$ cat src/rtl/rfsh_pkg.sv
package rfsh_pkg;
  typedef enum logic [1:0] {
    ISSUE_NONE  = 2'd0,
    ISSUE_GROUP = 2'd1,
    ISSUE_RANK  = 2'd2
  } issue_e;

  function automatic int ptr_width(input int n);
    return (n > 1) ? $clog2(n) : 1;
  endfunction
endpackage

$ cat src/rtl/rfsh_slot_timer.sv
module rfsh_slot_timer #(
  parameter int SLOT_CYC   = 100,
  parameter int NUM_GROUPS = 4,
  parameter int TRFC_CYC   = 30
) (
  input  logic clk,
  input  logic rst_n,
  output logic tick,
  output logic slot_last,
  output logic pull_window
);
  localparam int CW = $clog2(SLOT_CYC);
  localparam int SW = rfsh_pkg::ptr_width(NUM_GROUPS);

  logic [CW-1:0] cnt_q, cnt_d;
  logic [SW-1:0] sidx_q, sidx_d;

  assign tick        = (cnt_q == CW'(SLOT_CYC - 1));
  assign slot_last   = (sidx_q == SW'(NUM_GROUPS - 1));
  assign pull_window = (cnt_q < CW'(SLOT_CYC - TRFC_CYC - 1));

  always_comb begin
    cnt_d  = tick ? '0 : cnt_q + 1'b1;
    sidx_d = sidx_q;
    if (tick) sidx_d = slot_last ? '0 : sidx_q + 1'b1;
  end

  always_ff @(posedge clk or negedge rst_n) begin
    if (!rst_n) begin
      cnt_q  <= '0;
      sidx_q <= '0;
    end else begin
      cnt_q  <= cnt_d;
      sidx_q <= sidx_d;
    end
  end
endmodule

$ cat src/rtl/rfsh_credit.sv
module rfsh_credit #(
  parameter int MAX_CREDIT = 8
) (
  input  logic clk,
  input  logic rst_n,
  input  logic add,
  input  logic use_one,
  input  logic clear,
  output logic has_credit,
  output logic full
);
  localparam int KW = $clog2(MAX_CREDIT + 1);

  logic [KW-1:0] cnt_q, cnt_d;
  logic          cnt_en;

  assign has_credit = (cnt_q != '0);
  assign full       = (cnt_q == KW'(MAX_CREDIT));
  assign cnt_en     = clear | (add & ~full) | (use_one & has_credit);

  always_comb begin
    cnt_d = cnt_q;
    if (clear)                   cnt_d = '0;
    else if (add && !full)       cnt_d = cnt_q + 1'b1;
    else if (use_one && has_credit) cnt_d = cnt_q - 1'b1;
  end

  always_ff @(posedge clk or negedge rst_n) begin
    if (!rst_n)      cnt_q <= '0;
    else if (cnt_en) cnt_q <= cnt_d;
  end
endmodule

$ cat src/rtl/rfsh_busy_bank.sv
module rfsh_busy_bank #(
  parameter int NUM_GROUPS = 4,
  parameter int TRFC_CYC   = 30
) (
  input  logic                  clk,
  input  logic                  rst_n,
  input  logic [NUM_GROUPS-1:0] load,
  output logic [NUM_GROUPS-1:0] busy
);
  localparam int TW = $clog2(TRFC_CYC + 1);

  for (genvar g = 0; g < NUM_GROUPS; g++) begin : g_grp
    logic [TW-1:0] tmr_q, tmr_d;
    logic          tmr_en;

    assign busy[g] = (tmr_q != '0);
    assign tmr_en  = load[g] | busy[g];

    always_comb begin
      tmr_d = load[g] ? TW'(TRFC_CYC) : tmr_q - 1'b1;
    end

    always_ff @(posedge clk or negedge rst_n) begin
      if (!rst_n)      tmr_q <= '0;
      else if (tmr_en) tmr_q <= tmr_d;
    end
  end
endmodule

$ cat src/rtl/rfsh_erase_map.sv
module rfsh_erase_map #(
  parameter int NUM_GROUPS      = 4,
  parameter int CHIPS_PER_GROUP = 2
) (
  input  logic                                  rd_valid,
  input  logic                                  rank_mode,
  input  logic [NUM_GROUPS-1:0]                 busy,
  output logic [NUM_GROUPS*CHIPS_PER_GROUP-1:0] erase
);
  for (genvar c = 0; c < NUM_GROUPS * CHIPS_PER_GROUP; c++) begin : g_chip
    assign erase[c] = rd_valid & ~rank_mode & busy[c / CHIPS_PER_GROUP];
  end
endmodule

$ cat src/rtl/rfsh_ctrl.sv
module rfsh_ctrl
  import rfsh_pkg::*;
#(
  parameter int NUM_GROUPS      = 4,
  parameter int CHIPS_PER_GROUP = 2,
  parameter int TREFI_CYC       = 400,
  parameter int TRFC_CYC        = 30,
  parameter int MAX_CREDIT      = 8,
  localparam int NUM_CHIPS      = NUM_GROUPS * CHIPS_PER_GROUP,
  localparam int GW             = rfsh_pkg::ptr_width(NUM_GROUPS)
) (
  input  logic                  clk,
  input  logic                  rst_n,
  input  logic                  fault_mode,
  input  logic                  pullin_ok,
  input  logic                  rd_valid,
  output logic [NUM_CHIPS-1:0]  rd_erase,
  output logic                  rd_stall,
  input  logic [GW-1:0]         wr_grp,
  output logic                  wr_ready,
  output logic                  ref_cmd_valid,
  output logic [NUM_GROUPS-1:0] ref_grp_mask
);
  localparam int SLOT_CYC = TREFI_CYC / NUM_GROUPS;

  logic tick, slot_last, pull_window;
  logic has_credit, credit_full;
  logic cred_add, cred_use, cred_clr;
  logic [NUM_GROUPS-1:0] busy, issue_mask;
  logic any_busy;
  issue_e kind;

  logic [GW-1:0]         ptr_q, ptr_d;
  logic                  cmd_q, cmd_d;
  logic [NUM_GROUPS-1:0] mask_q, mask_d;
  logic                  rank_q, rank_d;
  logic                  issue_en;

  rfsh_slot_timer #(
    .SLOT_CYC(SLOT_CYC), .NUM_GROUPS(NUM_GROUPS), .TRFC_CYC(TRFC_CYC)
  ) u_slot (
    .clk(clk), .rst_n(rst_n), .tick(tick),
    .slot_last(slot_last), .pull_window(pull_window)
  );

  rfsh_credit #(.MAX_CREDIT(MAX_CREDIT)) u_credit (
    .clk(clk), .rst_n(rst_n), .add(cred_add), .use_one(cred_use),
    .clear(cred_clr), .has_credit(has_credit), .full(credit_full)
  );

  rfsh_busy_bank #(.NUM_GROUPS(NUM_GROUPS), .TRFC_CYC(TRFC_CYC)) u_busy (
    .clk(clk), .rst_n(rst_n), .load(issue_mask), .busy(busy)
  );

  rfsh_erase_map #(.NUM_GROUPS(NUM_GROUPS), .CHIPS_PER_GROUP(CHIPS_PER_GROUP)) u_erase (
    .rd_valid(rd_valid), .rank_mode(rank_q), .busy(busy), .erase(rd_erase)
  );

  assign any_busy = |busy;

  // Issue decision: scheduled slot first, early refresh only off the tick
  always_comb begin
    kind     = ISSUE_NONE;
    cred_add = 1'b0;
    cred_use = 1'b0;
    cred_clr = 1'b0;
    if (tick) begin
      if (fault_mode) begin
        if (slot_last) begin
          kind     = ISSUE_RANK;
          cred_clr = 1'b1;
        end
      end else if (has_credit) begin
        cred_use = 1'b1;
      end else begin
        kind = ISSUE_GROUP;
      end
    end else if (!fault_mode && pullin_ok && pull_window && !any_busy && !credit_full) begin
      kind     = ISSUE_GROUP;
      cred_add = 1'b1;
    end
  end

  always_comb begin
    case (kind)
      ISSUE_GROUP: issue_mask = NUM_GROUPS'(1) << ptr_q;
      ISSUE_RANK:  issue_mask = '1;
      default:     issue_mask = '0;
    endcase
  end

  assign issue_en = (kind != ISSUE_NONE);

  always_comb begin
    ptr_d  = ptr_q;
    cmd_d  = issue_en;
    mask_d = issue_en ? issue_mask : mask_q;
    rank_d = issue_en ? (kind == ISSUE_RANK) : rank_q;
    if (kind == ISSUE_GROUP)
      ptr_d = (ptr_q == GW'(NUM_GROUPS - 1)) ? '0 : ptr_q + 1'b1;
  end

  always_ff @(posedge clk or negedge rst_n) begin
    if (!rst_n) begin
      ptr_q  <= '0;
      cmd_q  <= 1'b0;
      mask_q <= '0;
      rank_q <= 1'b0;
    end else begin
      cmd_q <= cmd_d;
      if (issue_en) begin
        ptr_q  <= ptr_d;
        mask_q <= mask_d;
        rank_q <= rank_d;
      end
    end
  end

  assign ref_cmd_valid = cmd_q;
  assign ref_grp_mask  = cmd_q ? mask_q : '0;
  assign rd_stall      = rank_q & any_busy;
  assign wr_ready      = ~busy[wr_grp];
endmodule

$ cat config.mk
export PLATFORM = sky130hd
export DESIGN_NAME = rfsh_ctrl
export DESIGN_NICKNAME = d
export VERILOG_FILES = /design/src/rtl/rfsh_pkg.sv /design/src/rtl/rfsh_slot_timer.sv /design/src/rtl/rfsh_credit.sv /design/src/rtl/rfsh_busy_bank.sv /design/src/rtl/rfsh_erase_map.sv /design/src/rtl/rfsh_ctrl.sv
export SDC_FILE = /design/constraint.sdc
export NUM_CORES = 1
export LEC_CHECK = 0
export ABC_AREA = 1
export BUFFER_PORTS_ARGS = -buffer_cell sky130_fd_sc_hd__buf_2
export CELL_PAD_IN_SITES_DETAIL_PLACEMENT = 1
export CELL_PAD_IN_SITES_GLOBAL_PLACEMENT = 1
export CORE_ASPECT_RATIO = 0.6
export CORE_MARGIN = 1
export CORE_UTILIZATION = 48
export CTS_CLUSTER_DIAMETER = 30
export DETAILED_ROUTE_END_ITERATION = 6
export PLACE_DENSITY = 0.9
export SLEW_MARGIN = 25
export SYNTH_ARGS = -nofsm -noshare
export SYNTH_HDL_FRONTEND = slang
export SYNTH_SLANG_ARGS = --single-unit
$ cat constraint.sdc
create_clock -name clk -period 4.3 [get_ports clk]
set_clock_uncertainty 0.15 [all_clocks]
set_input_delay 0.86 -clock clk [delete_from_list [all_inputs] [get_ports clk]]
set_output_delay 0.86 -clock clk [all_outputs]
set_load 0.02 [all_outputs]
Word level (Yosys, flattened, before mapping)
Index checks and enable logic that the tools add are counted.

word-level totals
  register bits after elaboration = 41
  bits in latches = 0
  memory bits (writable) = 0
  bits in read-only memories = 0
  bits of input ports = 7
  output and inout port bits = 15
  logic and storage cells = 92
  memories kept = 0

cells by class
  add/sub/neg operators = 9
  multiply operators = 0
  div/mod/pow operators = 0
  order comparisons = 2
  equal/unequal tests = 6
  shift operators = 1
  muxes and demuxes = 27
  bitwise logic cells = 17
  reduce and logical (&&, ||, !) cells = 19

operator list
  cell                                                                count
  5-bit 2-to-1 mux                                                    4
  5-bit nonzero test                                                  4
  5-bit by 1-bit subtractor with 5-bit output, second input constant  4
  4-bit 2-to-1 mux                                                    4
  1-bit 2-to-1 mux                                                    11
  2-bit 2-to-1 mux                                                    5
  1-bit bitwise AND                                                   8
  4-bit case mux with 2 select lines                                  1
  7-bit by 1-bit adder with 7-bit output, second input constant       1
  7-bit equality test, second input constant                          1
  7-bit < comparator, second input constant                           1
  7-bit 2-to-1 mux                                                    1
  2-bit equality test, second input constant                          3
  1-bit logical AND                                                   6
  1-bit OR                                                            6
  2-bit by 1-bit adder with 2-bit output, second input constant       2
  4-bit by 1-bit adder with 4-bit output, second input constant       1
  4-bit equality test, second input constant                          1
  2-bit AND reduction                                                 2
  4-bit nonzero test                                                  1
  4-bit OR reduction                                                  1
  1-bit by 2-bit << shifter with 4-bit output, first input constant   1
  4-bit by 1-bit subtractor with 4-bit output, second input constant  1
  1-bit logical NOT                                                   3
  other kinds (6)                                                     8

Depth between registers and ports, before layout
Gate-level depths: netlist (run 1).

  depth after elaboration = 11
  depth in mapped cells = 17
  gate-level depth less buffers = 17

By module
Synthesis (run 1) repeated with hierarchy kept, for this count alone.

unflattened totals
  cells, all modules = 325
  area total of the unflattened synthesis = 2,466.1 um^2

by module, submodules not included
  module           times used  cells each  area each (um^2)  sequential area each (um^2)
  rfsh_busy_bank   1           128         1,026.0           500.5
  rfsh_ctrl        1           85          586.8             200.2
  rfsh_slot_timer  1           52          447.9             225.2
  rfsh_credit      1           46          335.3             100.1
  rfsh_erase_map   1           14          70.1              0.0

Worst setup path before layout (run 1)
OpenSTA, ideal clock, no wires.

  path type = input-to-output
  from = in rd_valid
  to = out rd_erase[1]
  arrival = 1.496 ns
  data required time = 3.290 ns
  path slack = 1.794 ns
  stages = 3
  path buffers = 1
  path through = nand2_1 nor2_1 buf_4

between the ends
  cells in the longest elaborated chain, start to end = 2

ends and longest elaborated chain
  item                            RTL line         RTL
  start, declared                 rfsh_ctrl.sv:16  input logic rd_valid,
  1-bit bitwise AND (2 in a row)  n/a
  end, declared                   rfsh_ctrl.sv:17  output logic [NUM_CHIPS-1:0] rd_erase,

Every way passes these cells.

Final worst setup path (run 1)
  from = reg u_busy.g_grp[1].tmr_q[0]
  to = out wr_ready

between the ends
  cells in the longest elaborated chain, start to end = 4

ends and longest elaborated chain
  item                                       RTL line              RTL
  start, declared                            rfsh_busy_bank.sv:13  logic [TW-1:0] tmr_q, tmr_d;
  start signal, assigned                     rfsh_busy_bank.sv:25  else if (tmr_en) tmr_q <= tmr_d;
  5-bit nonzero test                         rfsh_busy_bank.sv:16  assign busy[g] = (tmr_q != '0);
  1-bit binary-select mux with 2-bit select  rfsh_ctrl.sv:122      assign wr_ready = ~busy[wr_grp];
  1-bit 2-to-1 mux (not written as such)     rfsh_ctrl.sv:122
  1-bit NOT                                  rfsh_ctrl.sv:122
  end, declared                              rfsh_ctrl.sv:20       output logic wr_ready,

Every way passes these cells. The select of a mux whose other input is x is not followed.

==> impl_metrics.py, run 1 <==
metrics = {
    "outcome": {
        "status": "finished clean",
    },
    "synthesis": {
        "synth.avg_cell_area_um2": 8.219,
        "ys_seq_area_share_pct": 41.06,
        "synth-seq-cells": 41,
        "synth_cell_types": 29,
        "syn_inst": 304,
        "synth_ff_type": "dfrtp_1",
        "synth-async-reset-ratio_pct": 100.0,
        "syn-num-nets": 331,
        "synth_edf_count": 0,
        "syn-cell-area_mm2": 0.002499,
        "synth_warnings": 0,
    },
    "routing": {
        "vias": 1989,
        "wl_um": 5820,
        "drc": 0,
        "drt_iter0_markers": 61,
        "first_pass_iters": 4,
        "ant_nets": 0,
        "via_per_inst": 5.087,
        "routedWlPerCell_um": 14.88,
    },
    "cts": {
        "cts_max_level": 2,
        "insertion_delay_ps": 290,
        "holdBufCountCts": 0,
        "cts_buffer_depth": 2,
        "path_clk_slew_ps": 80,
        "post_cts_buffers": 0,
        "cts_tree": "yes",
        "cts-root-buf": "clkbuf_8",
        "cts_sinks": 41,
        "numCtsBuffers": 5,
        "cts_resized": 0,
    },
    "worst_setup_path": {
        "setup.worst_path.start_class": "flip-flop",
        "crit_end": "wr_ready",
        "path_class": "reg2out",
        "r2r-end": "u_busy.g_grp[3].tmr_q[0]",
        "crit_start": "u_busy.g_grp[1].tmr_q[0]",
        "worstPathArrival_ps": 1910,
        "reg2reg_from": "u_busy.g_grp[2].tmr_q[0]",
        "r2r_cells": 15,
        "critPathBufInv": 3,
        "critPathSlowestCell": "dfrtp_1",
        "cp.depth": 9,
        "cp_cell_sequence": "inv_1 -> ha_1 -> nand2_1 -> nor2_4 -> inv_1 -> a21oi_1 -> o21ai_0 -> o21ai_0 -> buf_2",
        "reg2reg_slack_ps": 1580,
        "crit_fanout": 9,
        "slowest_delay_ps": 370,
        "crit_required_ps": 3290,
        "endpoint_kind": "primary output",
        "cp_top_family": "buffers and inverters",
    },
    "global_route": {
        "antenna_found_initial": 0,
        "grt_pass1_wl_um": 9846,
        "grt_pass1_vias": 2059,
        "grt_use_total_pct": 23.91,
        "overflow": 0,
        "grt_max_degree": 42,
    },
    "floorplan": {
        "fp-row-count": 19,
        "die_x_um": 95.15,
        "initial_core_util_pct": 52.29,
        "dieArea_mm2": 0.005507,
        "core-area_mm2": 0.004778,
        "io_pins": 22,
        "die_y_um": 57.89,
    },
    "place": {
        "routabilityCongestion": 0.7953,
        "numPortBuffers": 21,
        "post-dp-hpwl_um": 4380,
    },
    "timing": {
        "relSlewSlack_pct": 63.00,
        "finalHoldViolCount": 0,
        "slew_viol_final": 0,
        "setup_tns_ps": 0,
        "fmax_ghz": 0.3426,
        "setup_violations": 0,
        "tightest_slew_ps": 555.0,
        "period_needed_ps": 2919,
        "fin_crit_sh_pct": 67.87,
        "rsz0062_at_grt": "false",
    },
    "layout": {
        "diodes": 0,
        "num-nets-final": 354,
        "fill_cells": 602,
        "area_growth_syn_to_layout_pct": 9.314,
        "final-seq-area_mm2": 0.001026,
        "layout-drive-gt1-share_pct": 17.68,
        "multi_input_area_mm2": 0.001217,
        "final_util_pct": 57.16,
    },
    "job": {
        "cap_violations": 0,
    },
    "worst_hold_path": {
        "hp-class": "reg2reg",
    },
    "power_and_ir_drop": {
        "power.leakage_uw": 0.001386,
        "p_per_area_mw_per_mm2": 509.7,
        "vdd.ir_drop.worst_v": 0.0002632,
    },
}
## metal layers
metal  routed length, µm  up-vias  share of wire, %  GRT usage [%]
met5                   0        -                 0              0
met4                  46        0              0.79          5.844
met3                 131        5               2.3          4.331
met2                2750       15                47          38.47
met1                2891      959                50          33.64
li1                    -     1010                 -              -
## synth_stat cells, types with 2 or more instances
| cell type | n | share of area (%) |
|---|---|---|
| inv_1 | 48 | 7.2 |
| a21oi_1 | 13 | 2.6 |
| o21ai_2 | 2 | 0.70 |
| nand2_2 | 4 | 1.0 |
| nand2_4 | 4 | 1.8 |
| nand2_1 | 57 | 8.6 |
| nor2_2 | 2 | 0.50 |
| o21ai_0 | 21 | 4.2 |
| inv_2 | 11 | 1.7 |
| nor2_4 | 7 | 3.2 |
| nor2_1 | 20 | 3.0 |
| nand3_1 | 20 | 4.0 |
| ha_1 | 19 | 9.5 |
| o211ai_1 | 12 | 3.6 |
| dfrtp_1 | 41 | 41 |
| buf_4 | 4 | 1.2 |
| xor2_1 | 4 | 1.4 |
| nor3_1 | 4 | 0.80 |
## how the worst min path moves through the flow
stage / to / cells past startpoint / start
5_1_grt: u_busy.g_grp[3].tmr_q[0] / 1 / u_busy.g_grp[3].tmr_q[0]
3_3_place_gp: u_slot.sidx_q[1] / 2 / u_slot.sidx_q[1]
6_report: mask_q[1] / 2 / mask_q[1]
4_1_cts: mask_q[1] / 2 / mask_q[1]
2_1_floorplan: u_slot.sidx_q[1] / 2 / u_slot.sidx_q[1]
3_5_place_dp: mask_q[1] / 2 / mask_q[1]
## cells in the final DEF (no fill, tap or decap), types with 3 or more instances in the layout
| cell | count |
|---|---|
| a21oi_1 | 13 |
| buf_2 | 20 |
| clkbuf_1 | 3 |
| clkbuf_8 | 5 |
| dfrtp_1 | 41 |
| ha_1 | 19 |
| inv_1 | 48 |
| inv_2 | 11 |
| nand2_1 | 57 |
| nand2_2 | 4 |
| nand2_4 | 4 |
| nand3_1 | 20 |
| nor2_1 | 20 |
| nor2_4 | 7 |
| nor3_1 | 4 |
| o211ai_1 | 12 |
| o21ai_0 | 21 |
| xor2_1 | 4 |
## power breakdown
group          switching (µW)  internal, µW
registers                68.8           496
logic                     368           210
clock network             134           116
total                     571           821
## layout make-up
type | count | area share [%]
clock buffer | 8 | 2.932
inverter | 59 | 8.108
multi-input combinational | 199 | 44.57
sequential | 41 | 37.56
tap | 63 | 2.886
timing repair buffer | 21 | 3.940
## cell families after synthesis
logic type / Yosys count / synth area share [%]
DFF: 41 / 41.06
and+or+nand+nor: 122 / 24.49
xor gates and xnor gates: 5 / 1.753
adders and majority gates: 20 / 10.32
AOI/OAI and AO/OA: 52 / 12.17
buffers and inverters: 64 / 10.22
## state kept, by name, summed over array words and instances (netlist names)
| register | flops |
|---|---|
| mask_q | 4 |
| ptr_q | 2 |
| rank_q | 1 |
| ref_cmd_valid | 1 |
| u_busy.g_grp.tmr_q | 20 |
| u_credit.cnt_q | 4 |
| u_slot.cnt_q | 7 |
| u_slot.sidx_q | 2 |
## through the flow
stage               area [µm²]  hold slack (ps)  instances  total power (µW)  worst slack [ps]
floorplan                 2499            295.9        304              1005              1794
global placement          2649            312.2        383              1100              1671
detailed placement        2649            327.2        383              1147              1556
CTS                       2729            345.7        391              1406              1379
global route              2731            369.6        391              1506              1234
finish                    2731            341.1        391              1392              1381
## tightest hold or removal path: cells and delay by family (launching register included)
family | cells | cell delay, ps
and+or+nand+nor | 1 | 50
AOI/OAI and AO/OA | 1 | 60
DFF | 1 | 350
Power figures use the tool's default switching activity.
==> run 2: changes to the inputs <==
--- a/config.mk
+++ b/config.mk
@@ -11,10 +11,10 @@
 export CELL_PAD_IN_SITES_GLOBAL_PLACEMENT = 1
 export CORE_ASPECT_RATIO = 0.6
 export CORE_MARGIN = 1
-export CORE_UTILIZATION = 48
+export CORE_UTILIZATION = 40
 export CTS_CLUSTER_DIAMETER = 30
 export DETAILED_ROUTE_END_ITERATION = 6
-export PLACE_DENSITY = 0.9
+export PLACE_DENSITY = 0.81
 export SLEW_MARGIN = 25
 export SYNTH_ARGS = -nofsm -noshare
 export SYNTH_HDL_FRONTEND = slang
==> constraint.sdc (replaced) <==
create_clock -name clk -period 2.4 [get_ports clk]
set_clock_uncertainty 0.15 [all_clocks]
set_input_delay 0.48 -clock clk [delete_from_list [all_inputs] [get_ports clk]]
set_output_delay 0.48 -clock clk [all_outputs]
set_load 0.02 [all_outputs]
==> run 2 against run 1 <==
  * Utilization is 2.2 points lower
  * First-iteration DRC count is 3.3% higher
  * Critical path type is now reg2reg
  * Wire length is 14% higher
  * Highest routed layer unchanged
  * Sequential power is 81% higher
  * Largest cell class unchanged
  * Combinational power is 140% higher
==> impl_metrics.py, run 2 (synthesis results as in run 1) <==
metrics = {
    "layout": {
        "num-nets-final": 387,
        "area_growth_syn_to_layout_pct": 27.09,
        "layout_commonest_cell": "nand2_1",
        "layout-drive-gt1-share_pct": 36.84,
        "multi_input_area_mm2": 0.001376,
        "diodes": 0,
        "fill_cells": 695,
        "largest-register": "u_busy.g_grp.tmr_q",
        "mostFrequentLayoutCells": "51 x nand2_1, 41 x dfrtp_1, 32 x inv_1, 31 x buf_4, 27 x inv_2",
        "largestRegisters": "u_busy.g_grp.tmr_q (20), u_slot.cnt_q (7)",
        "fin_cells": 441,
        "final_util_pct": 54.94,
        "largest_reg_flops": 20,
        "final-seq-area_mm2": 0.001026,
    },
    "place": {
        "numPortBuffers": 21,
        "dpl.cell_count": 421,
        "post-dp-hpwl_um": 4800,
        "routabilityCongestion": 0.8025,
        "dp_slack_ps": -137.4,
    },
    "power_and_ir_drop": {
        "p_per_area_mw_per_mm2": 907.3,
        "power.leakage_uw": 0.001561,
        "vdd.ir_drop.worst_v": 0.0005175,
        "total_power_uw": 2881,
    },
    "worst_setup_path": {
        "worstPathArrival_ps": 2370,
        "cp_cell_sequence": "inv_2 -> ha_4 -> nand2_4 -> nor2_4 -> nand2_4 -> nor2_4 -> nand3_4 -> ha_4 -> a21oi_4 -> nand2_2 -> nand2_2 -> nand2_2 -> nand4_1 -> nand2_1 -> nand2_1 -> nand2_1",
        "r2r_cells": 16,
        "reg2reg_from": "u_busy.g_grp[2].tmr_q[1]",
        "critPathSlowestCell": "dfrtp_1",
        "slowest_delay_ps": 390,
        "path_class": "reg2reg",
        "setup.worst_path.start_class": "flip-flop",
        "reg2reg_slack_ps": 80,
        "critPathBufInv": 1,
        "r2r-end": "u_credit.cnt_q[3]",
        "endpoint_kind": "flip-flop",
        "crit_fanout": 5,
        "crit_required_ps": 2450,
        "cp_top_family": "simple AND/OR/NAND/NOR gates",
    },
    "cts": {
        "numCtsBuffers": 5,
        "insertion_delay_ps": 300,
        "cts_tree": "yes",
        "cts-root-buf": "clkbuf_8",
        "cts_max_level": 2,
        "cts_buffer_depth": 2,
        "cts_sinks": 41,
        "path_clk_slew_ps": 90,
    },
    "routing": {
        "ant_nets": 0,
        "first_pass_iters": 4,
        "drt_iter0_markers": 63,
        "routedWlPerCell_um": 15.06,
        "vias": 2171,
        "wl_um": 6642,
        "via_per_inst": 4.923,
        "drc": 0,
    },
    "timing": {
        "rsz0062_at_grt": "true",
        "setup_violations": 0,
        "setup_tns_ps": 0,
        "fin_crit_sh_pct": 96.79,
        "finalHoldViolCount": 0,
        "period_needed_ps": 2323,
        "relSlewSlack_pct": 67.15,
        "tightest_slew_ps": 492.8,
        "fmax_ghz": 0.4305,
        "slew_viol_final": 0,
        "finalWorstSetupSlack_ps": 77.07,
    },
    "global_route": {
        "grt_pass1_vias": 2221,
        "overflow": 0,
        "grt_pass1_wl_um": 10470,
        "antenna_found_initial": 0,
        "grt_use_total_pct": 20.26,
        "grt_max_degree": 22,
    },
    "worst_hold_path": {
        "hp-class": "reg2reg",
        "whs_path_depth": 2,
        "min_to": "u_slot.sidx_q[1]",
        "hp-start": "u_slot.sidx_q[1]",
    },
    "floorplan": {
        "die_x_um": 104.0,
        "core-area_mm2": 0.005781,
        "io_pins": 22,
        "fp-row-count": 21,
        "die_y_um": 63.22,
        "dieArea_mm2": 0.006577,
        "initial_core_util_pct": 43.23,
    },
    "outcome": {
        "status": "finished clean",
    },
    "job": {
        "cap_violations": 0,
    },
}
run 2: where the power goes:
part           total, µW  internal, µW  switching [µW]
combinational       1390           611             777
sequential          1020           888             133
clock                471           201             270
run 2: timing repair:
action                                 in CTS  in global routing
endpoints found under the hold margin       4                  0
resized for setup                          10                 47
buffers inserted                            2                  9
setup endpoints to repair                  26                 26
pin swaps                                   2                 19
hold buffers                                1                  0
run 2: worst max path at each step:
stage,startpoint,endpoint,depth (start not counted)
floorplan,u_busy.g_grp[2].tmr_q[0],u_credit.cnt_q[3],16
global placement,u_busy.g_grp[2].tmr_q[1],u_busy.g_grp[1].tmr_q[0],15
detailed placement,u_busy.g_grp[2].tmr_q[1],u_busy.g_grp[1].tmr_q[0],15
CTS,u_busy.g_grp[2].tmr_q[1],u_busy.g_grp[2].tmr_q[0],15
global route,u_busy.g_grp[2].tmr_q[1],u_credit.cnt_q[3],16
finish,u_busy.g_grp[2].tmr_q[1],u_credit.cnt_q[3],16
run 2: layout make-up:
class / count / share of cell area, %
multi-input cells: 199 / 43.34
inverters: 59 / 6.974
well taps: 80 / 3.152
flip-flops and latches: 41 / 32.31
clock buffers: 5 / 2.167
repair buffers: 54 / 11.51
clock inverters: 3 / 0.5516
run 2: metal layers:
metal	vias to the layer above	global-route usage, %	share of wire [%]
met4	0	3.750	0.80
met5	-	0	0
met1	1070	27.52	48
met3	6	4.348	2.1
met2	22	33.58	49
li1	1073	-	-
run 2: through the flow:
stage                     cell area, µm²  hold WS [ps]
after floorplan                     2499         34.41
after global placement              2828         312.5
after detailed placement            2828         321.7
after CTS                           2962         349.3
after global routing                3176         377.2
final                               3176         348.2
run 2: tightest hold or removal path, delay by kind of cell (launching register included):
family        cells  cell delay, ps
flops             1             360
simple gates      2             110
==> run 3: changes to the inputs <==
--- a/config.mk
+++ b/config.mk
@@ -5,16 +5,15 @@
 export SDC_FILE = /design/constraint.sdc
 export NUM_CORES = 1
 export LEC_CHECK = 0
-export ABC_AREA = 1
 export BUFFER_PORTS_ARGS = -buffer_cell sky130_fd_sc_hd__buf_2
 export CELL_PAD_IN_SITES_DETAIL_PLACEMENT = 1
 export CELL_PAD_IN_SITES_GLOBAL_PLACEMENT = 1
 export CORE_ASPECT_RATIO = 0.6
 export CORE_MARGIN = 1
-export CORE_UTILIZATION = 40
+export CORE_UTILIZATION = 46
 export CTS_CLUSTER_DIAMETER = 30
 export DETAILED_ROUTE_END_ITERATION = 6
-export PLACE_DENSITY = 0.81
+export PLACE_DENSITY = 0.85
 export SLEW_MARGIN = 25
 export SYNTH_ARGS = -nofsm -noshare
 export SYNTH_HDL_FRONTEND = slang
==> constraint.sdc (replaced) <==
create_clock -name clk -period 2.58 [get_ports clk]
set_clock_uncertainty 0.15 [all_clocks]
set_input_delay 0.516 -clock clk [delete_from_list [all_inputs] [get_ports clk]]
set_output_delay 0.516 -clock clk [all_outputs]
set_load 0.02 [all_outputs]
==> run 3 against run 2 <==
  * The run now ends with negative setup slack left
  * Synthesized area is 4.9% lower
  * Utilization is 16 points higher
  * Wire length is 55% higher
  * Critical path type unchanged
  * Critical endpoint is now u_credit.cnt_q[2]
  * Largest cell class unchanged
==> impl_metrics.py, run 3 <==
metrics = {
    "synthesis": {
        "syn-cell-area_mm2": 0.002377,
        "synth_cell_types": 35,
        "synth_edf_count": 0,
        "synthTopCellsByArea": "dfrtp_1 43%, ha_1 10%, nand2_1 4.4%, xnor2_1 4.1%, nor4b_4 4.0%",
        "syn-num-nets": 260,
        "synth.avg_cell_area_um2": 10.20,
        "synthTopCellsByCount": "41 x dfrtp_1, 28 x nand2_1, 19 x ha_1",
        "synth_ff_type": "dfrtp_1",
        "ys_seq_area_share_pct": 43.16,
        "synth-seq-cells": 41,
        "synth-async-reset-ratio_pct": 100.0,
        "synth_warnings": 0,
        "synthMostInstantiatedCell": "dfrtp_1",
        "synth_top_cell_area_share_pct": 43.16,
        "syn_inst": 233,
        "synth_area_leader_cell": "dfrtp_1",
    },
    "floorplan": {
        "dieArea_mm2": 0.005469,
        "core-area_mm2": 0.004755,
        "initial_core_util_pct": 50.00,
        "die_x_um": 94.81,
        "die_y_um": 57.69,
        "io_pins": 22,
        "fp-row-count": 19,
    },
    "layout": {
        "area_growth_syn_to_layout_pct": 42.00,
        "num-nets-final": 335,
        "layout_commonest_cell": "buf_4",
        "mostFrequentLayoutCells": "43 x buf_4, 41 x dfrtp_1, 21 x buf_2, 19 x nand2_1, 14 x nor2_1",
        "final-seq-area_mm2": 0.001026,
        "largest-register": "u_busy.g_grp.tmr_q",
        "largest_reg_flops": 20,
        "final_util_pct": 71.00,
        "fill_cells": 492,
        "multi_input_area_mm2": 0.001496,
        "diodes": 0,
        "layout-drive-gt1-share_pct": 48.22,
        "largestRegisters": "u_busy.g_grp.tmr_q (20), u_slot.cnt_q (7)",
    },
    "cts": {
        "insertion_delay_ps": 310,
        "cts_tree": "yes",
        "cts_sinks": 41,
        "cts_buffer_depth": 2,
        "cts_max_level": 2,
        "cts-root-buf": "clkbuf_8",
        "numCtsBuffers": 5,
        "path_clk_slew_ps": 80,
    },
    "global_route": {
        "grt_use_total_pct": 37.38,
        "overflow": 0,
        "grt_pass1_vias": 2498,
        "antenna_found_initial": 0,
        "grt_max_degree": 20,
        "grt_pass1_wl_um": 14350,
    },
    "timing": {
        "rsz0062_at_grt": "true",
        "relSlewSlack_pct": 67.61,
        "fin_crit_sh_pct": 120.8,
        "tightest_slew_ps": 482.2,
        "finalHoldViolCount": 0,
        "fmax_ghz": 0.3210,
        "setup_violations": 33,
        "period_needed_ps": 3116,
        "slew_viol_final": 0,
        "finalWorstSetupSlack_ps": -535.6,
    },
    "outcome": {
        "violations": "negative setup slack",
        "status": "complete, but fails checks",
    },
    "routing": {
        "drc": 0,
        "vias": 2297,
        "drt_iter0_markers": 100,
        "ant_nets": 0,
        "via_per_inst": 6.175,
        "wl_um": 10290,
        "routedWlPerCell_um": 27.67,
        "first_pass_iters": 4,
    },
    "place": {
        "routabilityCongestion": 0.8167,
        "post-dp-hpwl_um": 5364,
        "numPortBuffers": 21,
    },
    "worst_setup_path": {
        "endpoint_kind": "flip-flop",
        "reg2reg_from": "u_busy.g_grp[3].tmr_q[1]",
        "cp.depth": 10,
        "path_class": "reg2reg",
        "crit_end": "u_credit.cnt_q[2]",
        "reg2reg_slack_ps": -540,
        "critPathSlowestCell": "or4b_4",
        "cp_cell_sequence": "inv_2 -> ha_4 -> nor4b_4 -> nand4_1 -> or4b_4 -> buf_6 -> ha_4 -> xor2_1 -> nor2_1 -> mux2_4",
        "crit_start": "u_busy.g_grp[3].tmr_q[1]",
        "r2r_cells": 10,
        "crit_fanout": 4,
        "setup.worst_path.start_class": "flip-flop",
        "crit_required_ps": 2630,
        "worstPathArrival_ps": 3160,
        "r2r-end": "u_credit.cnt_q[2]",
        "cp_common_cell": "ha_4",
        "critPathBufInv": 2,
        "cp_top_family": "simple AND/OR/NAND/NOR gates",
        "slowest_delay_ps": 650,
    },
    "power_and_ir_drop": {
        "switching_share_pct": 41.54,
        "pwr-share-comb_pct": 51.3,
        "power.leakage_uw": 0.001639,
        "clkPwrFrac_pct": 17.0,
        "total_power_uw": 3326,
        "p_per_area_mw_per_mm2": 985.4,
        "vdd.ir_drop.worst_v": 0.0007109,
        "p_sw_uw": 1382,
        "p_int_uw": 1945,
        "pwr-share-seq_pct": 31.7,
    },
    "worst_hold_path": {
        "hp-class": "reg2reg",
        "whs_path_depth": 1,
    },
    "job": {
        "cap_violations": 0,
    },
}
-- run 3: cell count changes in the layout (fill, tap and decap cells not counted), moves of 7 or more --
cell | previous run | this run
inv_1 | 32 | 7
nor3_1 | 4 | 11
o21ai_2 | 3 | 10
xnor2_1 | 1 | 11
inv_2 | 27 | 9
o211ai_1 | 12 | 0
nor2_4 | 7 | 0
nand2_1 | 51 | 19
buf_4 | 31 | 43
buf_6 | 2 | 9
o21ai_0 | 14 | 1
nand3_1 | 18 | 7
-- run 3: cells by family (layout without fill, tap and decap cells) --
| group | Yosys count | after routing | synth area share (%) |
|---|---|---|---|
| AOI/OAI and AO/OA | 37 | 37 | 9.369 |
| muxes | 9 | 9 | 5.368 |
| xor gates and xnor gates | 15 | 15 | 5.526 |
| DFF | 41 | 41 | 43.16 |
| adders and majority gates | 20 | 20 | 10.84 |
| buffers and inverters | 26 | 102 | 5.052 |
| and+or+nand+nor | 85 | 85 | 20.68 |
-- run 3: area by class of cell --
cell class | count | area share, %
inverter | 18 | 2.224
multi-input combinational | 166 | 44.33
tap | 63 | 2.335
timing repair buffer | 76 | 17.16
clock buffer | 6 | 2.446
clock inverter | 2 | 1.112
sequential | 41 | 30.39
-- run 3: metrics by stage --
step                      setup slack, ps  cells  setup TNS [ps]  cell area (µm²)  hold slack (ps)
final                              -535.6    372          -11350             3376            378.8
after global routing               -616.2    372          -13490             3376            401.7
after CTS                          -326.5    363           -6733             3213            352.3
after detailed placement           -501.5    346          -10290             2913            261.3
after global placement             -220.6    346           -4362             2913            260.1
after floorplan                    -203.6    233           -2810             2521            70.41
-- run 3: metal layers --
layer	vias to the layer above	track usage (%)	share of wire, %
li1	945	-	-
met1	1161	45.25	40
met2	133	62.49	48
met3	58	10.24	5.8
met4	0	17.97	5.7
met5	-	0	0
-- run 3: worst reg2reg max path, cell delays in order, from the launching register on --
cell and delay [ps]:
dfrtp_1 420, inv_2 120, ha_4 130, nor4b_4 280, nand4_1 210, or4b_4 650
buf_6 150, ha_4 280, xor2_1 230, nor2_1 110, mux2_4 270
-- run 3: worst min-delay path by stage --
stage | to | from
2_1_floorplan | mask_q[0] | rst_n
3_3_place_gp | u_slot.cnt_q[1] | rst_n
3_5_place_dp | u_slot.cnt_q[0] | rst_n
4_1_cts | u_slot.sidx_q[1] | u_slot.sidx_q[1]
5_1_grt | mask_q[1] | mask_q[1]
6_report | u_slot.cnt_q[0] | u_slot.cnt_q[0]
-- run 3: power groups by stage --
stage               Combinational, µW  Sequential, µW  Clock [µW]
floorplan                         782            1010           0
global placement                 1220            1000           0
detailed placement               1330            1020           0
CTS                              1450            1010         562
global route                     1790            1050         593
finish                           1710            1060         565
-- run 3: repair_timing --
| action | CTS | global route |
|---|---|---|
| gates resized for setup | 34 | 24 |
| hold endpoints to repair | 11 | 0 |
| hold buffers | 1 | 0 |
| pin swaps | 26 | 12 |
| setup endpoints to repair | 31 | 34 |
| buffers inserted | 9 | 12 |
